### src/rtl/wake_sup_pkg.sv
package wake_sup_pkg;
    typedef enum logic [1:0] {
        PS_HOST = 2'd0,
        PS_OFF  = 2'd1,
        PS_WAKE = 2'd2
    } pwr_state_e;

    typedef struct packed {
        pwr_state_e state;
        logic       irq;
        logic       err;
    } ctrl_regs_t;

    localparam int CMD_ARM_BIT  = 0;
    localparam int CMD_CIRQ_BIT = 1;
    localparam int CMD_CERR_BIT = 2;
endpackage

### src/rtl/wake_cfg_regs.sv
module wake_cfg_regs #(
    parameter int DUR_W = 24
) (
    input  logic             clk,
    input  logic             rst_n,
    input  logic             wr,
    input  logic             addr,
    input  logic [DUR_W-1:0] wdata,
    input  logic             accept,
    output logic [DUR_W-1:0] dur_q,
    output logic             arm_req,
    output logic             clr_irq,
    output logic             clr_err
);
    import wake_sup_pkg::*;

    logic [DUR_W-1:0] dur_d;
    logic             cmd_wr;

    always_comb begin
        cmd_wr  = wr && accept && addr;
        arm_req = cmd_wr && wdata[CMD_ARM_BIT];
        clr_irq = cmd_wr && wdata[CMD_CIRQ_BIT];
        clr_err = cmd_wr && wdata[CMD_CERR_BIT];
        dur_d   = dur_q;
        if (wr && accept && !addr) begin
            dur_d = wdata;
        end
    end

    always_ff @(posedge clk or negedge rst_n) begin
        if (!rst_n) begin
            dur_q <= '0;
        end else begin
            dur_q <= dur_d;
        end
    end
endmodule

### src/rtl/wake_off_timer.sv
module wake_off_timer #(
    parameter int DUR_W = 24
) (
    input  logic             clk,
    input  logic             rst_n,
    input  logic             load,
    input  logic [DUR_W-1:0] load_val,
    input  logic             run,
    input  logic             tick,
    output logic             expire
);
    localparam logic [DUR_W-1:0] ONE = DUR_W'(1);

    logic [DUR_W-1:0] cnt_d, cnt_q;

    always_comb begin
        cnt_d  = cnt_q;
        expire = run && tick && (cnt_q == ONE);
        if (load) begin
            cnt_d = load_val;
        end else if (run && tick && !expire) begin
            cnt_d = cnt_q - ONE;
        end
    end

    always_ff @(posedge clk or negedge rst_n) begin
        if (!rst_n) begin
            cnt_q <= '0;
        end else begin
            cnt_q <= cnt_d;
        end
    end


    cnt_nonzero_chk: assert property (@(posedge clk) disable iff (!rst_n)
        run |-> cnt_q != '0);


    load_nonzero_chk: assert property (@(posedge clk) disable iff (!rst_n)
        load |-> load_val != '0);
endmodule

### src/rtl/wake_ctrl_fsm.sv
module wake_ctrl_fsm (
    input  logic                      clk,
    input  logic                      rst_n,
    input  logic                      arm_req,
    input  logic                      dur_zero,
    input  logic                      stby_sel,
    input  logic                      host_en,
    input  logic                      expire,
    input  logic                      clr_irq,
    input  logic                      clr_err,
    output wake_sup_pkg::pwr_state_e  state,
    output logic                      load,
    output logic                      irq,
    output logic                      err
);
    import wake_sup_pkg::*;

    ctrl_regs_t r_d, r_q;
    logic       arm_bad;

    always_comb begin
        r_d     = r_q;
        arm_bad = 1'b0;
        load    = 1'b0;
        if (clr_irq) r_d.irq = 1'b0;
        if (clr_err) r_d.err = 1'b0;
        unique case (r_q.state)
            PS_HOST: begin
                if (arm_req) begin
                    if (stby_sel && !dur_zero) begin
                        load      = 1'b1;
                        r_d.state = PS_OFF;
                    end else begin
                        arm_bad = 1'b1;
                    end
                end
            end
            PS_OFF: begin
                if (expire) begin
                    r_d.state = PS_WAKE;
                    r_d.irq   = 1'b1;
                end
            end
            PS_WAKE: begin
                if (host_en) r_d.state = PS_HOST;
            end
            default: r_d.state = PS_HOST;
        endcase
        if (arm_bad) r_d.err = 1'b1;
    end

    always_ff @(posedge clk or negedge rst_n) begin
        if (!rst_n) begin
            r_q <= '{state: PS_HOST, irq: 1'b0, err: 1'b0};
        end else begin
            r_q <= r_d;
        end
    end

    assign state = r_q.state;
    assign irq   = r_q.irq;
    assign err   = r_q.err;


    arm_bad_flag_chk: assert property (@(posedge clk) disable iff (!rst_n)
        (r_q.state == PS_HOST && arm_req && (!stby_sel || dur_zero)) |=> err);


    off_hold_chk: assert property (@(posedge clk) disable iff (!rst_n)
        (r_q.state == PS_OFF && !expire) |=> r_q.state == PS_OFF);


    wake_hold_chk: assert property (@(posedge clk) disable iff (!rst_n)
        (r_q.state == PS_WAKE && !host_en) |=> r_q.state == PS_WAKE);


    irq_src_chk: assert property (@(posedge clk) disable iff (!rst_n)
        $rose(irq) |-> $past(expire));
endmodule

### src/rtl/wake_supervisor.sv
module wake_supervisor #(
    parameter int DUR_W = 24
) (
    input  logic             clk,
    input  logic             rst_n,
    input  logic             tick,
    input  logic             stby_sel,
    input  logic             host_en,
    input  logic             reg_wr,
    input  logic             reg_addr,
    input  logic [DUR_W-1:0] reg_wdata,
    output logic             reg_en,
    output logic             host_owns,
    output logic             off_active,
    output logic             wake_irq,
    output logic             arm_err
);
    import wake_sup_pkg::*;

    pwr_state_e       state;
    logic [DUR_W-1:0] dur;
    logic             arm_req, clr_irq, clr_err, load, expire;

    wake_cfg_regs #(.DUR_W(DUR_W)) u_regs (
        .clk(clk), .rst_n(rst_n), .wr(reg_wr), .addr(reg_addr),
        .wdata(reg_wdata), .accept(state != PS_OFF), .dur_q(dur),
        .arm_req(arm_req), .clr_irq(clr_irq), .clr_err(clr_err)
    );

    wake_off_timer #(.DUR_W(DUR_W)) u_timer (
        .clk(clk), .rst_n(rst_n), .load(load), .load_val(dur),
        .run(state == PS_OFF), .tick(tick), .expire(expire)
    );

    wake_ctrl_fsm u_fsm (
        .clk(clk), .rst_n(rst_n), .arm_req(arm_req), .dur_zero(dur == '0),
        .stby_sel(stby_sel), .host_en(host_en), .expire(expire),
        .clr_irq(clr_irq), .clr_err(clr_err), .state(state),
        .load(load), .irq(wake_irq), .err(arm_err)
    );

    assign host_owns  = (state == PS_HOST);
    assign off_active = (state == PS_OFF);
    assign reg_en     = host_owns ? host_en : (state == PS_WAKE);


    off_en_steady_chk: assert property (@(posedge clk) disable iff (!rst_n)
        (off_active && $past(off_active)) |-> $stable(reg_en));
endmodule

### config.mk
export PLATFORM = sky130hd
export DESIGN_NAME = wake_supervisor
export DESIGN_NICKNAME = d
export VERILOG_FILES = /design/src/rtl/wake_sup_pkg.sv /design/src/rtl/wake_cfg_regs.sv /design/src/rtl/wake_off_timer.sv /design/src/rtl/wake_ctrl_fsm.sv /design/src/rtl/wake_supervisor.sv
export SDC_FILE = /design/constraint.sdc
export NUM_CORES = 1
export LEC_CHECK = 0
export ABC_CLOCK_PERIOD_IN_PS = 2690
export BUFFER_PORTS_ARGS = -buffer_cell sky130_fd_sc_hd__buf_2
export CAP_MARGIN = 10
export CORE_ASPECT_RATIO = 2
export CORE_MARGIN = 2
export CORE_UTILIZATION = 41
export DETAILED_ROUTE_END_ITERATION = 8
export SLEW_MARGIN = 20
export SYNTH_ARGS = -nofsm -noshare
export SYNTH_HDL_FRONTEND = slang
export SYNTH_SLANG_ARGS = --single-unit
### constraint.sdc
create_clock -name clk -period 2.69 [get_ports clk]
set_clock_uncertainty 0.1 [all_clocks]
set_input_delay 0.807 -clock clk [delete_from_list [all_inputs] [get_ports clk]]
set_output_delay 0.807 -clock clk [all_outputs]
set_load 0.01 [all_outputs]
==> run summary, run 1 <==
The flow ran to the end, and the final reports show no timing, DRC or antenna violations. Die boundary height: 118 µm. For this design the ratio of total power to cell area is 686 nW/µm². Setup repair after global routing left no endpoint under its margin.

The cell count after synthesis came out at 239. Routability-driven placement finished with a final weighted congestion of 0.831. The worst-margin pin slew came out at 0.665 ns. Clock tree synthesis found a total of 52 sinks. The top-area cell type share of the netlist area was 49.1%.

The tools report the kind of start point of the critical path as a register. The type of destination of the critical path was a register. Leaving out fill and tap cells, the most frequent cell in the layout is sky130_fd_sc_hd__dfrtp_1. The library cells used most frequently in the layout, excluding fill and tap cells, are sky130_fd_sc_hd__dfrtp_1, sky130_fd_sc_hd__buf_2, sky130_fd_sc_hd__mux2_2.

The tools report the post-layout instance area as 3270 µm². The root cell of the clock tree was sky130_fd_sc_hd__clkbuf_16. The post-synthesis cell area was 2650 µm².

The die boundary width is 60.9 µm, and the mean instance size in the synthesized netlist is 11.1 µm². The logs give 0 ns for the accumulated negative setup slack and 1300 µm² for the area of the multi-input gates. The number of hold buffers added after CTS was 0. After synthesis, the netlist uses 37 different library cells. The count of final hold-check violations was 0; the TritonCTS buffer count was 5.

The area taken by flip-flops and latches came out at 1300 µm². 0 antenna diodes ended up in the layout. The first global-routing pass estimated 10600 µm of wire.

Yosys attributes the largest share of cell area to sky130_fd_sc_hd__dfrtp_1, sky130_fd_sc_hd__mux2_2, sky130_fd_sc_hd__a221o_1. The count of nets left with antenna violations once routing finished came out at 0. Max-cap violations in this run came to 0. The run gives 2199 as the number of global-route vias before repair. Of all cell types, the one taking the most synthesized area is sky130_fd_sc_hd__dfrtp_1. 36 I/O pins were placed.

Measured against its own limit, the worst slew margin works out to 55.5%. For this block, the initial DRC count from the detailed router was 105. The run gives 0 as the number of antenna violations at the first check in global routing.

The worst hold path belongs to the class reg2reg. The category of the most critical setup path was reg2reg. The H-tree was split into 2 levels. The growth of design area from synthesis to finish is 23.5%, and the overall global routing resource usage is 19.7%.

TritonCTS built the clock tree. Synthesis produced a netlist with a net count of 272. The die covers 7160 µm².

In the routed layout, each cell is associated on average with a via count of 5.67. Number of buffers inserted by port buffering: 35. The core region is 6260 µm². Detailed placement finished with a half-perimeter wire length of 4650 µm. For this configuration, the core starts out at a cell density of 42.4%. The first detailed-routing pass ran for 4 iterations.

The logs give 6520 µm for the overall routed net length and 0.471 mV for the peak supply drop. The cell leakage power was 1.57 nW. The total number of nets in the final design came out at 324. The synthesis warning total was 0; the number of flops mapped to enable cells by yosys was 0. In the final routed layout, each cell accounts on average for 17.3 µm.

Based on the critical path, the design can be clocked at up to 0.381 GHz. After global routing the overflow that remains totals 0. The sequential cell area fraction in the yosys report is 49.1%.

The pin count of the biggest net entering global routing is 53, and the ratio of final minimum period to clock period is 97.6%. In the routed design, unresolved DRC markers number 0. Worst path required time: 2.77 ns.

Most frequently used flop master after synthesis: sky130_fd_sc_hd__dfrtp_1. The run gives 2.71 ns as the data arrival time at the worst-slack endpoint. Final non-filler cell total: 378. The share of synthesized flip-flops with an asynchronous set or reset is 100%, and the maximum fanout count along the critical path is 5. The total vias in the final route was 2142; the insertion delay to the later sink of the worst-skew pair was 0.29 ns. Setup violations remaining at the end of the flow were counted as 0.

Including well taps, the total number of placed cells is 368. The clock passes through at most 2 buffers. For the post-place instance area, the log shows 3060 µm².

The tools report the max-slew violation count as 0. The clock transition at the register clock pins on the worst setup and hold paths after CTS is 0.07 ns. The share of post-route cells with drive strength above 1 came out at 34.2%.

The layout has 595 filler cells. The post-layout minimum cycle time is 2.63 ns. The standard-cell row count was 41; the flip-flop and latch count after synthesis was 52.
## through the flow
stage	power (W)	setup slack (ns)	util [%]	hold WS [ns]
after floorplan	0.00132	0.0121	-	0.373
after global placement	0.00152	0.112	48.9	0.356
after detailed placement	0.00152	0.0574	48.9	0.365
after CTS	0.00225	0.0453	51.5	0.380
after global routing	0.00237	0.00288	52.3	0.402
final	0.00225	0.0638	52.3	0.373
## registers in the layout (all words and copies together) (netlist names)
| name | cells |
|---|---|
| u_timer.cnt_q | 24 |
| u_regs.dur_q | 24 |
| u_fsm.err | 1 |
| u_fsm.irq | 1 |
| u_fsm.state | 2 |
## worst paths after layout
check	cells past startpoint	slack, ns	start	end
max	5	0.06	u_timer.cnt_q[13]	u_timer.cnt_q[23]
min	1	0.37	u_fsm.irq	u_fsm.irq
max reg2reg	5	0.06	u_timer.cnt_q[13]	u_timer.cnt_q[23]
min reg2reg	1	0.37	u_fsm.irq	u_fsm.irq
max in group asynchronous	2	1.53	rst_n	u_timer.cnt_q[11]
min in group asynchronous	2	0.53	rst_n	u_timer.cnt_q[5]
## worst max-delay path, stage by stage, from the launching register on
cell                      delay (ns)
sky130_fd_sc_hd__dfrtp_1        0.38
sky130_fd_sc_hd__or4_4          0.56
sky130_fd_sc_hd__or3_4          0.40
sky130_fd_sc_hd__or4_4          0.50
sky130_fd_sc_hd__mux2_2         0.28
sky130_fd_sc_hd__a221o_1        0.29
## Yosys cell counts, types with 2 or more instances
cell type,n
sky130_fd_sc_hd__mux2i_1,12
sky130_fd_sc_hd__clkbuf_1,9
sky130_fd_sc_hd__or4_4,2
sky130_fd_sc_hd__buf_2,2
sky130_fd_sc_hd__nand3_1,2
sky130_fd_sc_hd__o311ai_0,4
sky130_fd_sc_hd__and3_1,2
sky130_fd_sc_hd__nor2_1,19
sky130_fd_sc_hd__a32oi_1,5
sky130_fd_sc_hd__o211ai_1,2
sky130_fd_sc_hd__nand4_1,4
sky130_fd_sc_hd__or3_1,3
sky130_fd_sc_hd__nor4_1,16
sky130_fd_sc_hd__nor3b_1,3
sky130_fd_sc_hd__inv_1,5
sky130_fd_sc_hd__a221o_1,15
sky130_fd_sc_hd__o21ai_0,6
sky130_fd_sc_hd__mux2_2,28
sky130_fd_sc_hd__a21o_1,2
sky130_fd_sc_hd__nand2_1,14
sky130_fd_sc_hd__nor3_1,14
sky130_fd_sc_hd__dfrtp_1,52
sky130_fd_sc_hd__ha_1,2
sky130_fd_sc_hd__nand2b_1,3
## metal layers
layer | wire, µm | part of all wire (%) | global-route usage [%] | vias up
li1 | - | - | - | 1032
met1 | 2510 | 39 | 23.4 | 1045
met2 | 3610 | 55 | 32.5 | 52
met3 | 220 | 3.4 | 3.74 | 13
met4 | 176 | 2.7 | 9.65 | 0
met5 | 0 | 0 | 0 | -
## logic make-up after synthesis
group                    count (synthesis)  synth area share (%)
AO/OA/AOI/OAI                           41                  13.3
buffers and inverters                   18                  2.93
adder cells (fa/ha/maj)                  2                 0.944
flip-flops                              52                  49.1
AND/OR/NAND/NOR                         86                  17.3
multiplexers                            40                  16.4
## timing repair
item	4_1_cts	5_1_grt
gates resized for setup	0	7
endpoints found under the setup margin	0	13
setup buffers	0	1
## where the power goes
part / internal [W] / switching, W
registers: 0.000897 / 0.000121
clock network: 0.000438 / 0.000285
logic: 0.000256 / 0.000250
total: 0.00159 / 0.000655
## cell type report
class,count,share of cell area [%]
sequential,52,39.8
timing repair buffer,58,11.6
clock buffer,6,3.94
tap,86,3.29
clock inverter,2,1.07
inverter,5,0.573
multi-input combinational,169,39.8
No activity file was read; power rests on OpenSTA's default activity.
==> run 2: changes to the inputs <==
--- a/config.mk
+++ b/config.mk
@@ -5,13 +5,15 @@
 export SDC_FILE = /design/constraint.sdc
 export NUM_CORES = 1
 export LEC_CHECK = 0
+export ABC_AREA = 1
 export ABC_CLOCK_PERIOD_IN_PS = 2690
 export BUFFER_PORTS_ARGS = -buffer_cell sky130_fd_sc_hd__buf_2
 export CAP_MARGIN = 10
 export CORE_ASPECT_RATIO = 2
 export CORE_MARGIN = 2
-export CORE_UTILIZATION = 41
+export CORE_UTILIZATION = 50
 export DETAILED_ROUTE_END_ITERATION = 8
+export PLACE_DENSITY = 0.83
 export SLEW_MARGIN = 20
 export SYNTH_ARGS = -nofsm -noshare
 export SYNTH_HDL_FRONTEND = slang
==> run 2 against run 1 <==
  * Synthesized area rose by 17%
  * Wire length rose by 12%
  * Global-route usage rose by 4.1 points
  * Highest routed layer unchanged
  * Register-to-register slack improved by 0.71 ns
  * Non-clock buffer count fell by 17
  * Worst setup slack improved by 0.53 ns
  * Core utilization rose by 5.1 points
==> run summary, run 2 <==
After the first detailed-routing iteration, the DRC count stood at 93. Global routing consumed, over all layers together, 23.8% of the routing resources. The share of synthesized area in the top cell type comes to 42.0%. The die boundary width works out to 59.7 µm.

The tool flagged a number of max-cap violations equal to 0. 0 antenna diodes ended up in the layout. The tree built by TritonCTS fans out to 52 sinks.

After Yosys synthesis, XOR and XNOR cells account for 3.39% of the synthesized area. Setup repair after global routing left no endpoint under its margin. The tools report the launch point of the worst reg-to-reg path as u_timer.cnt_q[0]. The library cell used most frequently in the layout, excluding fill and tap cells, is sky130_fd_sc_hd__nand2_1.

The finished layout holds 466 standard cells, fillers aside. The post-route netlist has 24.8% of its cells at a drive strength greater than 1. After floorplanning, the core was divided into 40 placement rows. After detailed routing, the number of remaining DRC violations is 0. Synthesis warning total: 0.

The number of detailed-routing iterations run before antenna repair came out at 5. The biggest area consumer among synthesized cells was sky130_fd_sc_hd__dfrtp_1. For the number of top-level design ports, the log shows 36. The most used flip-flop cell after synthesis is sky130_fd_sc_hd__dfrtp_1. The tools report the number of antenna violations at the first check in global routing as 0.

In this run the vertical extent of the chip is 115 µm. Once the floorplan was initialized, standard cells occupied 51.6% of the core. The overall routed net length was 7320 µm. The tools report the final-report setup violation count as 0. The routed design could run at a clock period as short as 2.10 ns. The die covers 6880 µm². The category of the most critical setup path is in2out. The tools report the data arrival time at the worst-slack endpoint as 1.19 ns. The fraction of the mapped netlist area in simple logic gates works out to 37.0%. Counting instances in the post-synthesis netlist gives the leading cell types as sky130_fd_sc_hd__nand2_1, sky130_fd_sc_hd__nand3_1, sky130_fd_sc_hd__dfrtp_1, sky130_fd_sc_hd__nor2_1, sky130_fd_sc_hd__nand4_1. Share of synthesized flip-flops with an asynchronous set or reset: 100%.

In this run the standard cell core region covers 6010 µm². Relative to the synthesized area, the layout overhead comes to 11.1%. Of the available clock period, the critical path in the final layout requires 78.1%. The tools report the root cell of the clock tree as sky130_fd_sc_hd__clkbuf_16. Most numerous cell on the critical path: sky130_fd_sc_hd__buf_2. The count of nets left with antenna violations once routing finished came out at 0. Synthesis handed over a netlist of 370 instances. Traced cell by cell, the critical path runs through buf_2 -> inv_1 -> a21oi_1 -> buf_2.

TritonCTS built the clock tree. Global routing consumed, on the met1 layer, 25.8% of the routing resources. The first global-routing pass estimated 12400 µm of wire.

The number of distinct standard cells referenced by the synthesized netlist came out at 29. The mean instance size in the synthesized netlist is 8.38 µm². Sorting the synthesized cells by area gives the leading types as sky130_fd_sc_hd__dfrtp_1, sky130_fd_sc_hd__nand3_1, sky130_fd_sc_hd__nand2_1.

The H-tree was split into 2 levels. The worst-case IR drop observed on VDD is 0.718 mV. Type of destination of the critical path: an output pin. The accumulated negative setup slack is 0 ns, and the global-route met3 utilization is 3.60%. The highest cell delay on the worst timing path is 0.14 ns. When the netlist entered floorplanning its net count stood at 403.

Counting both buffers and inverters, the worst setup path holds a total of 3. In this run, synthesis inferred 0 flip-flops with an integrated enable. Summing the areas of all compound-gate instances in the mapped netlist gives 2.74% of the synthesized area. Kind of path behind the tightest hold check: in2async.

The ratio of routed vias to standard cells was 5.89. The tools report the capture point of the worst reg-to-reg path as u_timer.cnt_q[10]. Leaving out fill and tap cells, the most frequent cells in the layout are sky130_fd_sc_hd__nand2_1, sky130_fd_sc_hd__nand3_1, sky130_fd_sc_hd__nor2_1, sky130_fd_sc_hd__dfrtp_1, sky130_fd_sc_hd__buf_2. The instance count after placement with tap cells included was 459; the weighted congestion at the end of routability-driven global placement was 0.909. In this run the tightest slew margin relative to its limit is 60.9%.

Entering global routing, the biggest net connects 27 pins. The clock reaches the later pin of the worst-skew pair after 0.29 ns. In this run, post-CTS hold repair placed 0 buffers. Detailed placement finished with a half-perimeter wire length of 5580 µm. Leftover overflow at the end of global routing: 0. The run finished with clean final reports.

Overall power consumption after layout is estimated at 0.00372 W. The portion of synthesized area spent on multiplexers is 7.99%. In this run the most used layer during global routing was met2.

The clock transition at the register clock pins on the worst setup and hold paths after CTS works out to 0.07 ns. Static timing analysis puts the maximum clock frequency at 0.476 GHz. The number of buffers inserted by port buffering works out to 35.

The run gives 2 as the largest buffer count on any clock path. The adder-cell area share of the yosys netlist is 0.807%. The logs give 3100 µm² for the post-synthesis cell area and 521 for the number of fill cells in the layout.

Across all register-to-register paths, the minimum setup slack is 0.77 ns. The run gives 41.2% as the global routing met2 resource utilization. After detailed routing, the average wire length per cell comes to 15.7 µm.

The TritonCTS buffer count came out at 5. Cell at the slowest stage of the critical path: sky130_fd_sc_hd__buf_2. The most used standard cell by instance count after synthesis is sky130_fd_sc_hd__nand2_1. For the total vias in the final route, the log shows 2743.

The max-slew violation count was 0; the flip-flop and latch count after synthesis was 52. Along the worst path, the maximum fanout reaches 2. Dividing total power by cell area gives a power density of 1080 nW/µm². Sequential cells were found to cover 42.0% of the synthesized design area. The final layout contains 436 nets. For the number of global-route vias before repair, the log shows 2753. The kind of cell with the highest combined delay on the critical path is buffers and inverters. The run gives 0 as the count of final hold-check violations. The kind of start point of the critical path was a primary input. For the worst setup path, the data required time is 1.78 ns. Buffers added to address setup during post-CTS repair amount to 0.

Main combinational cell family by area after synthesis: simple AND/OR/NAND/NOR gates. Measured in cells, the most critical reg-to-reg path has a length of 7. For the pin with the worst max-slew slack, the measured transition is 0.584 ns. The cell leakage power is 1.63 nW. The run gives 0 as the number of cells upsized or downsized after cts.
==> run 2: changes by cell type after synthesis, moves of 6 or more <==
cell,change
sky130_fd_sc_hd__mux2i_1,-12
sky130_fd_sc_hd__a221o_1,-15
sky130_fd_sc_hd__nand4_1,+27
sky130_fd_sc_hd__nor4_1,-16
sky130_fd_sc_hd__inv_1,+11
sky130_fd_sc_hd__nor3_1,-14
sky130_fd_sc_hd__nand3_1,+53
sky130_fd_sc_hd__nand2_1,+56
sky130_fd_sc_hd__nor2_1,+33
sky130_fd_sc_hd__nor2_2,+9
sky130_fd_sc_hd__mux2_2,-6
sky130_fd_sc_hd__xnor2_1,+7
==> run 2: through the flow <==
step / hold WS, ns / utilization [%] / instance area, µm² / setup WS (ns)
after global placement: 0.384 / 54.8 / 3290 / 0.536
after floorplan: 0.376 / - / 3100 / 0.734
after global routing: 0.433 / 57.4 / 3450 / 0.568
after CTS: 0.410 / 57.4 / 3450 / 0.584
final: 0.404 / 57.4 / 3450 / 0.590
after detailed placement: 0.396 / 54.8 / 3290 / 0.505
==> run 2: kinds of logic after synthesis <==
family / Yosys count
AND/OR/NAND/NOR: 232
flip-flops: 52
buffers and inverters: 36
multiplexers: 22
AO/OA/AOI/OAI: 14
XOR/XNOR: 12
adder cells (fa/ha/maj): 2
==> run 2: worst max path at each step <==
stage | startpoint | end | slack [ns] | depth (start not counted)
floorplan | host_en | reg_en | 0.73 | 2
global placement | reg_addr | u_regs.dur_q[10] | 0.54 | 3
detailed placement | reg_addr | u_regs.dur_q[5] | 0.50 | 3
CTS | host_en | reg_en | 0.58 | 4
global route | host_en | reg_en | 0.57 | 4
finish | host_en | reg_en | 0.59 | 4
==> run 2: power by group <==
part / internal [W] / leakage [nW] / switching [W]
clock network: 0.000390 / 0.0760 / 0.000263
logic: 0.000621 / 0.913 / 0.000949
registers: 0.00113 / 0.645 / 0.000365
==> run 2: per-layer routing <==
metal | up-vias | wire [µm]
li1 | 1323 | -
met1 | 1288 | 2620
met2 | 93 | 4050
met3 | 39 | 239
met4 | 0 | 414
met5 | - | 0
==> run 2: cell type report <==
type	instances	area, µm²	share of cell area [%]
inverter	21	81.3	2.36
multi-input combinational	282	1610	46.8
clock buffer	7	153	4.43
timing repair buffer	41	220	6.39
tap	63	78.8	2.29
sequential	52	1300	37.8
==> run 3: changes to the inputs <==
--- a/config.mk
+++ b/config.mk
@@ -6,7 +6,7 @@
 export NUM_CORES = 1
 export LEC_CHECK = 0
 export ABC_AREA = 1
-export ABC_CLOCK_PERIOD_IN_PS = 2690
+export ABC_CLOCK_PERIOD_IN_PS = 1700
 export BUFFER_PORTS_ARGS = -buffer_cell sky130_fd_sc_hd__buf_2
 export CAP_MARGIN = 10
 export CORE_ASPECT_RATIO = 2
==> constraint.sdc (replaced) <==
create_clock -name clk -period 1.7 [get_ports clk]
set_clock_uncertainty 0.1 [all_clocks]
set_input_delay 0.51 -clock clk [delete_from_list [all_inputs] [get_ports clk]]
set_output_delay 0.51 -clock clk [all_outputs]
set_load 0.01 [all_outputs]
==> run 3 against run 2 <==
  * The flow now finishes with violations (negative hold slack)
  * Register-to-register slack lost 0.74 ns
  * Core utilization rose by 4.7 points
  * Global-route usage rose by 1.0 points
  * Worst setup slack lost 0.57 ns
  * First-iteration DRC count fell by 1.1%
  * Via count increased by 3.0%
  * Largest cell class unchanged
==> run summary, run 3 (synthesized netlist as in run 2, its figures left out) <==
In the final layout, the share of cells above drive strength 1 is 33.2%. Setup repair after global routing could not meet its margin everywhere. The clock net sink count is 52.

Global routing consumed, over all layers together, 24.8% of the routing resources. TritonCTS built the clock tree. The number of levels the H-tree was split into was 2; the portion of total power attributed to the clock network was 14.5%. In this run the remaining antenna-violating nets after routing total 0.

The tools report the standard-cell row count as 40. The worst setup path is of the reg2out kind. Dividing the detail-routed via count by the number of cells gives 5.76.

The die boundary width works out to 59.7 µm. The first detailed-routing pass ran for 4 iterations. The pin count of the biggest net entering global routing is 41, and the ratio of final minimum period to clock period is 98.7%.

36 I/O pins were placed. The tree is rooted in a sky130_fd_sc_hd__clkbuf_16. The logs give 485 for the instance count after placement with tap cells included and 1.05 mV for the peak supply drop. The total number of nets in the final design is 463, and the number of buffers inserted by port buffering is 35. The maximum fanout count along the critical path was 4; the growth of design area from synthesis to finish was 20.3%.

Across all layers, the routed design uses 2826 vias. For the TritonCTS buffer count, the log shows 5. The logs give 0.976 for the weighted congestion at the end of routability-driven global placement and 1.09 ns for the worst path required time.

The average wire per standard cell was 16.1 µm; the data arrival time at the worst-slack endpoint was 1.07 ns. At the pin with the least slew margin, the transition time is 0.321 ns. The floorplan step defined a core boundary enclosing 6010 µm². The final reports fail on negative hold slack.

The total half-perimeter wirelength after legalization and detailed placement is 5930 µm, and the net switching power of the design is 0.00276 W. Number of global-route vias before repair: 2835. STA classifies the critical path startpoint as a register. The reported max-cap violation count came out at 0. The areal power density over the cells was 1720 nW/µm². The post-layout minimum cycle time was 1.68 ns. The internal portion of the total power is 0.00368 W. For the max-slew violation count, the log shows 0. Leaving out fill and tap cells, the most frequent cells in the layout are sky130_fd_sc_hd__nand2_1, sky130_fd_sc_hd__nand3_1, sky130_fd_sc_hd__dfrtp_1. The logs give -0.00207 ns for the worst hold slack after final layout and 35.9% for the part of the total power dissipated in sequential elements. The final non-filler cell total was 491. The flow ran to the end, but the final reports show violations.

The run gives 92 as the number of DRC violations after detailed-routing iteration 0. The total power was 0.00644 W. Leaving out fill and tap cells, the most frequent cell in the layout is sky130_fd_sc_hd__nand2_1. The cts-stage hold buffer count was 0; the total inserted antenna cells was 0. Summed over all layers, the global routing overflow is 0. Worst slew margin relative to its limit: 78.6%.

Based on the critical path, the design can be clocked at up to 0.596 GHz. The tools report the overall routed net length as 7920 µm. From bottom edge to top edge, the die measures 115 µm. The final-report setup violation count was 0; the cell leakage power was 1.78 nW.

Counting along the longest clock path gives a buffer depth of 2. Type of destination of the critical path: an output pin. The count of final hold-check violations came out at 8.

The tightest min-delay check is of the in2async type. The area of the die is 6880 µm², and the clock transition at the register clock pins on the worst setup and hold paths after CTS is 0.07 ns. Combinational logic burns 49.7% of the power. The initial utilization of the core area, before any placement, comes to 51.6%.

Net switching is 42.8% of the power. For the DRC violation count after routing, the log shows 0. The number of antenna violations at the first check in global routing came out at 0.

For the insertion delay to the later sink of the worst-skew pair, the log shows 0.30 ns. The tools report the global-route wire length before repair as 12700 µm.
[run 3: changes by cell type in the layout (fill, tap and decap cells not counted), sizes merged]
cell    previous run  this run
buf               41        68
clkbuf             7         5
[run 3: routing by layer]
metal | wire, µm | vias up | GRT usage [%]
met1 | 2780 | 1335 | 25.2
met2 | 4330 | 92 | 43.5
met4 | 519 | 0 | 17.6
met3 | 291 | 36 | 4.16
met5 | 0 | - | 0
li1 | - | 1363 | -
[run 3: worst paths after layout]
kind,start,to,slack [ns],cells after the start
worst max register to register,u_fsm.state[0],u_timer.cnt_q[2],0.03,6
worst min-delay path,rst_n,u_regs.dur_q[13],-0.002,1
max in group asynchronous,rst_n,u_regs.dur_q[0],0.98,2
worst max-delay path,u_fsm.state[0],host_owns,0.02,2
min in group clk,host_en,u_fsm.state[1],0.33,2
worst min register to register,u_fsm.irq,u_fsm.irq,0.41,2
[run 3: per-stage QoR]
stage / hold WS, ns / worst slack (ns) / setup TNS, ns / cell area, µm² / util, %
after CTS: 0.0118 / 0.0101 / 0 / 3650 / 60.8
after global placement: 0.318 / 0.0103 / 0 / 3530 / 58.7
after detailed placement: 0.323 / -0.0215 / -0.0368 / 3530 / 58.7
after floorplan: 0.114 / 0.159 / 0 / 3100 / -
after global routing: 0.0202 / -0.0459 / -0.308 / 3730 / 62.1
final: -0.00207 / 0.0223 / 0 / 3730 / 62.1
[run 3: critical path, stage by stage (launching register included)]
cell,delay [ns]
sky130_fd_sc_hd__dfrtp_1,0.44
sky130_fd_sc_hd__nor2_2,0.17
sky130_fd_sc_hd__buf_2,0.16
[run 3: cell type report]
cell class	count	area (µm²)
multi-input combinational	282	1680
clock buffer	5	125
sequential	52	1300
tap	63	78.8
fill	495	2270
inverter	21	83.8
timing repair buffer	68	467
[run 3: power by group through the flow]
stage	Clock, W	Sequential, W	Combinational [W]
6_report	0.000930	0.00231	0.00320
5_1_grt	0.000989	0.00237	0.00351
4_1_cts	0.000942	0.00226	0.00304
3_5_place_dp	0	0.00228	0.00299
3_3_place_gp	0	0.00224	0.00289
2_1_floorplan	0	0.00222	0.00200
[run 3: timing repair]
item	4_1_cts	5_1_grt
pin swaps	0	4
setup endpoints to repair	1	28
resized for setup	1	23
buffers inserted	0	1
